`src/rtl/ring_pkg.sv`:
```
package ring_pkg;

    // register word select
    localparam logic [2:0] RA_SIZE    = 3'd0;
    localparam logic [2:0] RA_PTR     = 3'd1;
    localparam logic [2:0] RA_BASE_HI = 3'd2;
    localparam logic [2:0] RA_BASE_LO = 3'd3;
    localparam logic [2:0] RA_IEN     = 3'd4;
    localparam logic [2:0] RA_CSR     = 3'd5;

    localparam int CSR_EN_BIT   = 31;
    localparam int CSR_BUSY_BIT = 30;
    localparam int PTR_RD_LSB   = 16;

    // status positions, shared by the interrupt enable register
    localparam int ST_QALIGN  = 15;
    localparam int ST_DONE    = 14;
    localparam int ST_BADOP   = 13;
    localparam int ST_CMD_RD  = 12;
    localparam int ST_CMD_WR  = 11;
    localparam int ST_DAT_RD  = 10;
    localparam int ST_DAT_WR  = 9;
    localparam int ST_INT_LEN = 8;
    localparam int ST_EXT_LEN = 7;
    localparam int ST_BLK     = 6;
    localparam int ST_KEY     = 5;
    localparam int ST_ILLEGAL = 0;

    localparam logic [31:0] STAT_MASK =
        (32'd1 << ST_QALIGN)  | (32'd1 << ST_DONE)    | (32'd1 << ST_BADOP)  |
        (32'd1 << ST_CMD_RD)  | (32'd1 << ST_CMD_WR)  | (32'd1 << ST_DAT_RD) |
        (32'd1 << ST_DAT_WR)  | (32'd1 << ST_INT_LEN) | (32'd1 << ST_EXT_LEN) |
        (32'd1 << ST_BLK)     | (32'd1 << ST_KEY)     | (32'd1 << ST_ILLEGAL);

    localparam logic [7:0] OPC_NOP = 8'h00;
    localparam int WORD_BYTES = 4;

    typedef enum logic [1:0] {
        FS_IDLE,
        FS_WORD0,
        FS_WORD1,
        FS_EXEC
    } fetch_state_e;

    typedef struct packed {
        logic        ctx_blk;
        logic        want_irq;
        logic [17:0] ctx_idx;
        logic [7:0]  opcode;
        logic [3:0]  iter;
        logic [15:0] len_bytes;
    } hdr_t;

endpackage

```
`src/rtl/ring_decode.sv`:
```
module ring_decode
    import ring_pkg::*;
(
    input  logic [31:0] word0,
    input  logic [31:0] word1,
    output hdr_t        hdr,
    output logic        op_is_nop
);

    logic unused_hdr_gap;

    always_comb begin
        hdr.ctx_blk   = word0[31];
        hdr.want_irq  = word0[30];
        hdr.ctx_idx   = word0[17:0];
        hdr.opcode    = word1[31:24];
        hdr.iter      = word1[19:16];
        hdr.len_bytes = word1[15:0];
    end

    assign op_is_nop      = (hdr.opcode == OPC_NOP);
    assign unused_hdr_gap = ^{word0[29:18], word1[23:20]};

endmodule

```
`src/rtl/ring_regs.sv`:
```
module ring_regs
    import ring_pkg::*;
#(
    parameter int IDX_W  = 15,
    parameter int LEN_W  = 4,
    parameter int ADDR_W = 64
) (
    input  logic              clk,
    input  logic              rst_n,
    input  logic              reg_we,
    input  logic [2:0]        reg_addr,
    input  logic [31:0]       reg_wdata,
    input  logic [31:0]       hw_set,
    input  logic [IDX_W-1:0]  rd_idx,
    input  logic              busy,
    output logic [31:0]       reg_rdata,
    output logic              en,
    output logic [LEN_W-1:0]  log_len,
    output logic [IDX_W-1:0]  wr_idx,
    output logic [ADDR_W-1:0] base,
    output logic              irq
);

    typedef struct packed {
        logic [LEN_W-1:0] log_len;
        logic [IDX_W-1:0] wr;
        logic [31:0]      base_hi;
        logic [31:0]      base_lo;
        logic [31:0]      ien;
        logic [31:0]      stat;
        logic             en;
    } regs_t;

    regs_t regs_q, regs_d;

    always_comb begin
        logic [31:0] set_v;
        logic [31:0] clr_v;
        regs_d = regs_q;
        set_v  = hw_set & STAT_MASK;
        clr_v  = '0;
        if (reg_we) begin
            case (reg_addr)
                RA_SIZE:    regs_d.log_len = reg_wdata[LEN_W-1:0];
                RA_PTR:     regs_d.wr      = reg_wdata[IDX_W-1:0];
                RA_BASE_HI: regs_d.base_hi = reg_wdata;
                RA_BASE_LO: regs_d.base_lo = reg_wdata;
                RA_IEN:     regs_d.ien     = reg_wdata & STAT_MASK;
                RA_CSR: begin
                    regs_d.en = reg_wdata[CSR_EN_BIT];
                    clr_v     = reg_wdata & STAT_MASK;
                end
                default:    set_v[ST_ILLEGAL] = 1'b1;
            endcase
        end
        // a hardware event in the same cycle wins over the clear
        regs_d.stat = (regs_q.stat & ~clr_v) | set_v;
    end

    always_ff @(posedge clk or negedge rst_n) begin
        if (!rst_n) regs_q <= '0;
        else        regs_q <= regs_d;
    end

    always_comb begin
        reg_rdata = '0;
        case (reg_addr)
            RA_SIZE:    reg_rdata = 32'(regs_q.log_len);
            RA_PTR:     reg_rdata = (32'(rd_idx) << PTR_RD_LSB) | 32'(regs_q.wr);
            RA_BASE_HI: reg_rdata = regs_q.base_hi;
            RA_BASE_LO: reg_rdata = regs_q.base_lo;
            RA_IEN:     reg_rdata = regs_q.ien;
            RA_CSR: begin
                reg_rdata               = regs_q.stat;
                reg_rdata[CSR_EN_BIT]   = regs_q.en;
                reg_rdata[CSR_BUSY_BIT] = busy;
            end
            default:    reg_rdata = '0;
        endcase
    end

    assign en      = regs_q.en;
    assign log_len = regs_q.log_len;
    assign wr_idx  = regs_q.wr;
    assign base    = ADDR_W'({regs_q.base_hi, regs_q.base_lo});
    assign irq     = |(regs_q.stat & regs_q.ien);

endmodule

```
`src/rtl/ring_fetch.sv`:
```
module ring_fetch
    import ring_pkg::*;
#(
    parameter int IDX_W      = 15,
    parameter int LEN_W      = 4,
    parameter int ADDR_W     = 64,
    parameter int DESC_WORDS = 32
) (
    input  logic              clk,
    input  logic              rst_n,
    input  logic              en,
    input  logic [LEN_W-1:0]  log_len,
    input  logic [IDX_W-1:0]  wr_idx,
    input  logic [ADDR_W-1:0] base,
    input  logic              mem_rvalid,
    input  logic              mem_rerr,
    input  logic [31:0]       mem_rdata,
    output logic              mem_req,
    output logic [ADDR_W-1:0] mem_addr,
    output logic [IDX_W-1:0]  rd_idx,
    output logic              busy,
    output logic [31:0]       hw_set
);

    localparam int DESC_LOG2 = $clog2(DESC_WORDS * WORD_BYTES);

    typedef struct packed {
        fetch_state_e     st;
        logic [IDX_W-1:0] rd;
        logic [31:0]      w0;
        logic [31:0]      w1;
    } fetch_t;

    fetch_t f_q, f_d;

    hdr_t hdr;
    logic op_is_nop;
    logic unused_hdr;

    ring_decode u_decode (
        .word0     (f_q.w0),
        .word1     (f_q.w1),
        .hdr       (hdr),
        .op_is_nop (op_is_nop)
    );

    assign unused_hdr = ^{hdr.ctx_blk, hdr.ctx_idx, hdr.opcode, hdr.iter, hdr.len_bytes};

    logic [IDX_W:0]     mask_wide;
    logic [IDX_W-1:0]   ring_mask;
    logic [IDX_W-1:0]   rd_step;
    logic               misaligned;
    logic               pending;
    logic [ADDR_W-1:0]  desc_addr;

    always_comb begin
        mask_wide  = ((IDX_W+1)'(1) << log_len) - (IDX_W+1)'(1);
        ring_mask  = mask_wide[IDX_W-1:0];
        rd_step    = (f_q.rd + IDX_W'(1)) & ring_mask;
        misaligned = |base[DESC_LOG2-1:0];
        pending    = (f_q.rd != (wr_idx & ring_mask));
        desc_addr  = base + (ADDR_W'(f_q.rd) << DESC_LOG2);
    end

    always_comb begin
        f_d    = f_q;
        hw_set = '0;
        if (en && misaligned) hw_set[ST_QALIGN] = 1'b1;
        case (f_q.st)
            FS_IDLE: begin
                if (en && !misaligned && pending) f_d.st = FS_WORD0;
            end
            FS_WORD0, FS_WORD1: begin
                if (mem_rvalid) begin
                    if (mem_rerr) begin
                        hw_set[ST_CMD_RD] = 1'b1;
                        f_d.rd = rd_step;
                        f_d.st = FS_IDLE;
                    end else if (f_q.st == FS_WORD0) begin
                        f_d.w0 = mem_rdata;
                        f_d.st = FS_WORD1;
                    end else begin
                        f_d.w1 = mem_rdata;
                        f_d.st = FS_EXEC;
                    end
                end
            end
            FS_EXEC: begin
                if (op_is_nop) begin
                    if (hdr.want_irq) hw_set[ST_DONE] = 1'b1;
                end else begin
                    hw_set[ST_BADOP] = 1'b1;
                end
                f_d.rd = rd_step;
                f_d.st = FS_IDLE;
            end
            default: f_d.st = FS_IDLE;
        endcase
    end

    always_ff @(posedge clk or negedge rst_n) begin
        if (!rst_n) f_q <= '{st: FS_IDLE, rd: '0, w0: '0, w1: '0};
        else        f_q <= f_d;
    end

    assign mem_req  = (f_q.st == FS_WORD0) || (f_q.st == FS_WORD1);
    assign mem_addr = desc_addr + ((f_q.st == FS_WORD1) ? ADDR_W'(WORD_BYTES) : '0);
    assign rd_idx   = f_q.rd;
    assign busy     = (f_q.st != FS_IDLE);

endmodule

```
`src/rtl/ring_engine.sv`:
```
module ring_engine
    import ring_pkg::*;
#(
    parameter int IDX_W      = 15,
    parameter int LEN_W      = 4,
    parameter int ADDR_W     = 64,
    parameter int DESC_WORDS = 32
) (
    input  logic              clk,
    input  logic              rst_n,
    input  logic              reg_we,
    input  logic [2:0]        reg_addr,
    input  logic [31:0]       reg_wdata,
    output logic [31:0]       reg_rdata,
    output logic              mem_req,
    output logic [ADDR_W-1:0] mem_addr,
    input  logic              mem_rvalid,
    input  logic              mem_rerr,
    input  logic [31:0]       mem_rdata,
    output logic              irq
);

    logic              ctrl_en;
    logic              fetch_busy;
    logic [IDX_W-1:0]  rd_idx;
    logic [IDX_W-1:0]  wr_idx;
    logic [LEN_W-1:0]  log_len;
    logic [ADDR_W-1:0] ring_base;
    logic [31:0]       hw_set;

    ring_regs #(
        .IDX_W  (IDX_W),
        .LEN_W  (LEN_W),
        .ADDR_W (ADDR_W)
    ) u_regs (
        .clk       (clk),
        .rst_n     (rst_n),
        .reg_we    (reg_we),
        .reg_addr  (reg_addr),
        .reg_wdata (reg_wdata),
        .hw_set    (hw_set),
        .rd_idx    (rd_idx),
        .busy      (fetch_busy),
        .reg_rdata (reg_rdata),
        .en        (ctrl_en),
        .log_len   (log_len),
        .wr_idx    (wr_idx),
        .base      (ring_base),
        .irq       (irq)
    );

    ring_fetch #(
        .IDX_W      (IDX_W),
        .LEN_W      (LEN_W),
        .ADDR_W     (ADDR_W),
        .DESC_WORDS (DESC_WORDS)
    ) u_fetch (
        .clk        (clk),
        .rst_n      (rst_n),
        .en         (ctrl_en),
        .log_len    (log_len),
        .wr_idx     (wr_idx),
        .base       (ring_base),
        .mem_rvalid (mem_rvalid),
        .mem_rerr   (mem_rerr),
        .mem_rdata  (mem_rdata),
        .mem_req    (mem_req),
        .mem_addr   (mem_addr),
        .rd_idx     (rd_idx),
        .busy       (fetch_busy),
        .hw_set     (hw_set)
    );

endmodule

```
`config.mk`:
```
export PLATFORM = sky130hd
export DESIGN_NAME = ring_engine
export DESIGN_NICKNAME = d
export VERILOG_FILES = /design/src/rtl/ring_pkg.sv /design/src/rtl/ring_decode.sv /design/src/rtl/ring_regs.sv /design/src/rtl/ring_fetch.sv /design/src/rtl/ring_engine.sv
export SDC_FILE = /design/constraint.sdc
export NUM_CORES = 1
export LEC_CHECK = 0
export BUFFER_PORTS_ARGS = -buffer_cell sky130_fd_sc_hd__buf_2
export CORE_MARGIN = 2
export CORE_UTILIZATION = 51
export DETAILED_ROUTE_END_ITERATION = 6
export GPL_TIMING_DRIVEN = 0
export PLACE_DENSITY_LB_ADDON = 0.1
export SYNTH_ARGS = -nofsm -noshare
export SYNTH_HDL_FRONTEND = slang
export SYNTH_SLANG_ARGS = --single-unit
```
`constraint.sdc`:
```
create_clock -name clk -period 3.2 [get_ports clk]
set_clock_uncertainty 0.2 [all_clocks]
set_input_delay 0 -clock clk [delete_from_list [all_inputs] [get_ports clk]]
set_output_delay 0 -clock clk [all_outputs]
set_load 0.01 [all_outputs]
```
==> flow_summary.toml <==
[placement]
place_hpwl_mm = 20.63
port-buffer-count = 143
pre_cts_ws_ns = -0.6218
gp_congestion = 0.9288
place_area_um2 = 9651

[setup_path]
cp_max_fo = 9
path_buf_inv = 1
crit_family = "simple AND/OR/NAND/NOR gates"
rrSetupSlack_ns = -0.12
critical_path_class = "flop to primary output"
critPathLaunchType = "flop"
cp_data_arrival_time_ns = 3.42
cp_common_cell = "or3_1"
crit_path_cell_trace = "ha_1 -> nand4_1 -> or3_1 -> o21a_1 -> a31oi_4 -> nand2_4 -> or3_1 -> xnor2_1 -> buf_2"
reg2regPathDepth = 10
r2r-end = "u_fetch.f_q[80]"
cp_slowest_stage_delay_ns = 0.55
slowest_stage = "dfrtp_1"
timing.rr.start = "u_regs.log_len[0]"
required_ns = 3.00
end_kind = "primary output"

[cts]
htree_levels = 4
clkTransAtPathRegs_ns = 0.06
insertion_delay_ns = 0.42
root_buffer = "clkbuf_16"
cts_sinks = 134
cts_buffer_depth = 2
numCtsBuffers = 17
cts_tree = "yes"

[worst_hold_path]
hp-class = "input pin to flop"
min_from = "mem_rdata[24]"
holdPathEnd = "u_fetch.f_q[24]"
hold_depth = 3

[routing]
vias = 8001
drcViolationCount = 0
totalWireLength_mm = 28.75
routed_via_density = 6.034
wire_per_inst_um = 21.68
detail-route-antenna-nets = 0
dr.pass1.iters = 6
drtIter0Drc = 668

[synth]
syn_nets = 952
yosys.area_share.simple = 0.1488
synth_edf_count = 0
synthFlopType = "dfrtp_1"
yosysTopAreaCellShare = 0.3902
ys_seq_elements = 134
ys_async_sr_fraction = 1.000
synth_mux_area_frac = 0.1887
syn_area_per_cell_um2 = 10.05
synth_warnings = 0
synth_common_cells = "134 x dfrtp_1, 122 x mux2_2, 71 x nand2_1"
ys_seq_area_frac = 0.3902
syn_inst = 855
ys_top_cells_by_area = "dfrtp_1 39%, mux2_2 16%, xnor2_1 4.5%"
synth.most_common_cell = "dfrtp_1"
yosysTopAreaCell = "dfrtp_1"
synth_compound_area_frac = 0.1299
syn_area_um2 = 8593
synth_top_family_by_area = "multiplexers"
synth_xor_area_frac = 0.07746
synthAdderAreaFrac = 0.03640
synth_cell_types = 64

[cells_and_area]
final_util = 0.6795
diodes = 0
syn_to_final_growth_pct = 30.66
fin_nets = 1191
layout-drive-gt1-share = 0.3644
design_area_um2 = 11230

[floorplan]
die_w_um = 133.8
io_pins = 170
design.die.area_um2 = 17900
core_um2 = 16520
dieHeight_um = 133.8
rows = 47
start_util = 0.5200

[sta]
finalHoldViolCount = 0
final-setup-viol-count = 41
setup_ws_ns = -0.4226
relSlewSlack = 0.2222
timing.final.crit_share = 1.132
post-route-min-period_ns = 3.623
final.hold.worst_slack_ns = 0.1457
slew_viol_final = 0
tightestPinTransition_ns = 1.158
timing.fmax_mhz = 276.0
fin_tns_setup_ns = -9.178
rsz0062_at_grt = "true"

[global_route]
top_usage_layer = "met2"
grt_max_degree = 67
grt_pass1_vias = 7665
gr-total-overflow = 0
grt_pass1_wl_mm = 43.25
globalRouteMet1Util = 0.4340
use_met2 = 0.5123
antenna_found_initial = 0
use_met3 = 0.06538
grtUsageTotal = 0.3182

[status]
status = "complete, but fails checks"
violations = "negative setup slack"

[power]
power_density_nw_per_um2 = 640.6
ir_drop_mv = 0.5323
power_leakage_nw = 4.961

[run]
maxCapViolations = 0
cells by family after synthesis:
kind of cell / Yosys count
xor+xnor: 76
simple gates: 250
fa+ha+maj: 25
buf+inv: 63
flops: 134
mux: 143
compound gates: 164
sequential cells by signal, indices dropped and copies added (netlist names):
signal          cells
u_regs.base        64
u_regs.regs_q      24
u_fetch.rd_idx     15
u_regs.wr_idx      15
u_fetch.f_q        11
u_regs.log_len      4
u_regs.en           1
worst register-to-register path: stages (launching register included):
cell,delay (ns)
dfrtp_2,0.45
or2_4,0.25
or3_4,0.41
ha_4,0.25
nand2b_4,0.14
xnor2_2,0.14
or4_1,0.55
nor4_2,0.29
a41oi_2,0.24
o21ai_1,0.16
a22o_1,0.17
worst max path at each step:
stage | startpoint | endpoint | cells after the start
finish | u_fetch.rd_idx[11] | mem_addr[40] | 9
global route | u_regs.base[7] | mem_addr[55] | 9
CTS | u_fetch.f_q[79] | mem_addr[55] | 12
detailed placement | u_regs.log_len[3] | u_fetch.f_q[80] | 14
global placement | u_regs.log_len[3] | u_fetch.f_q[80] | 14
floorplan | u_regs.log_len[1] | u_fetch.f_q[80] | 12
metrics by stage:
stage / total power, mW / cells
6_report: 7.193 / 1326
5_1_grt: 7.551 / 1326
4_1_cts: 7.104 / 1324
3_5_place_dp: 4.927 / 1219
3_3_place_gp: 4.880 / 1218
2_1_floorplan: 4.007 / 855
layout by cell type, fill, tap and decap left out, drive strengths merged, types with 5 or more instances in the layout:
cell | synthesis | routed
a22oi | 26 | 26
nor2b | 5 | 5
ha | 25 | 25
o21ai | 32 | 32
nor2 | 48 | 48
or3 | 6 | 6
a22o | 8 | 8
mux2 | 122 | 122
o21a | 7 | 7
nor3 | 20 | 20
inv | 14 | 18
mux2i | 18 | 18
nand2 | 71 | 71
dfrtp | 134 | 134
and3 | 12 | 12
buf | 12 | 193
xnor2 | 44 | 44
a21boi | 8 | 8
or2 | 6 | 6
nand3 | 27 | 27
nand4 | 18 | 18
clkbuf | 37 | 47
dlygate4sd3 | 0 | 48
nand2b | 7 | 7
xor2 | 32 | 32
o22ai | 15 | 15
nor4 | 7 | 7
a21oi | 33 | 33
power breakdown:
group	leakage [nW]	internal (mW)	switching (mW)	total [mW]
Combinational	3.08	1.34	1.41	2.76
Clock	0.257	1.08	0.796	1.87
Sequential	1.62	2.08	0.484	2.56
Total	4.96	4.50	2.69	7.19
area by class of cell:
cell class	count	area, um2
Inverter	14	52.55
Clock buffer	19	432.9
Tap cell	220	275.3
Buffer	41	181.4
Multi-Input combinational cell	658	5275
Clock inverter	12	121.4
Sequential cell	134	3369
Timing Repair Buffer	228	1520
Fill cell	1353	5296
what timing repair did:
action                                  CTS  global route
hold buffers                             49             0
pin swaps                                23            16
hold endpoints to repair                254             0
resized for setup                        52            28
endpoints found under the setup margin   46            47
setup buffers                            27             8
metal layers:
metal	up-vias	routed length, um
met1	3920	11770
met3	58	2511
met4	0	882
met5	-	0
met2	404	13590
li1	3619	-
(Power assumes the default switching activity.)
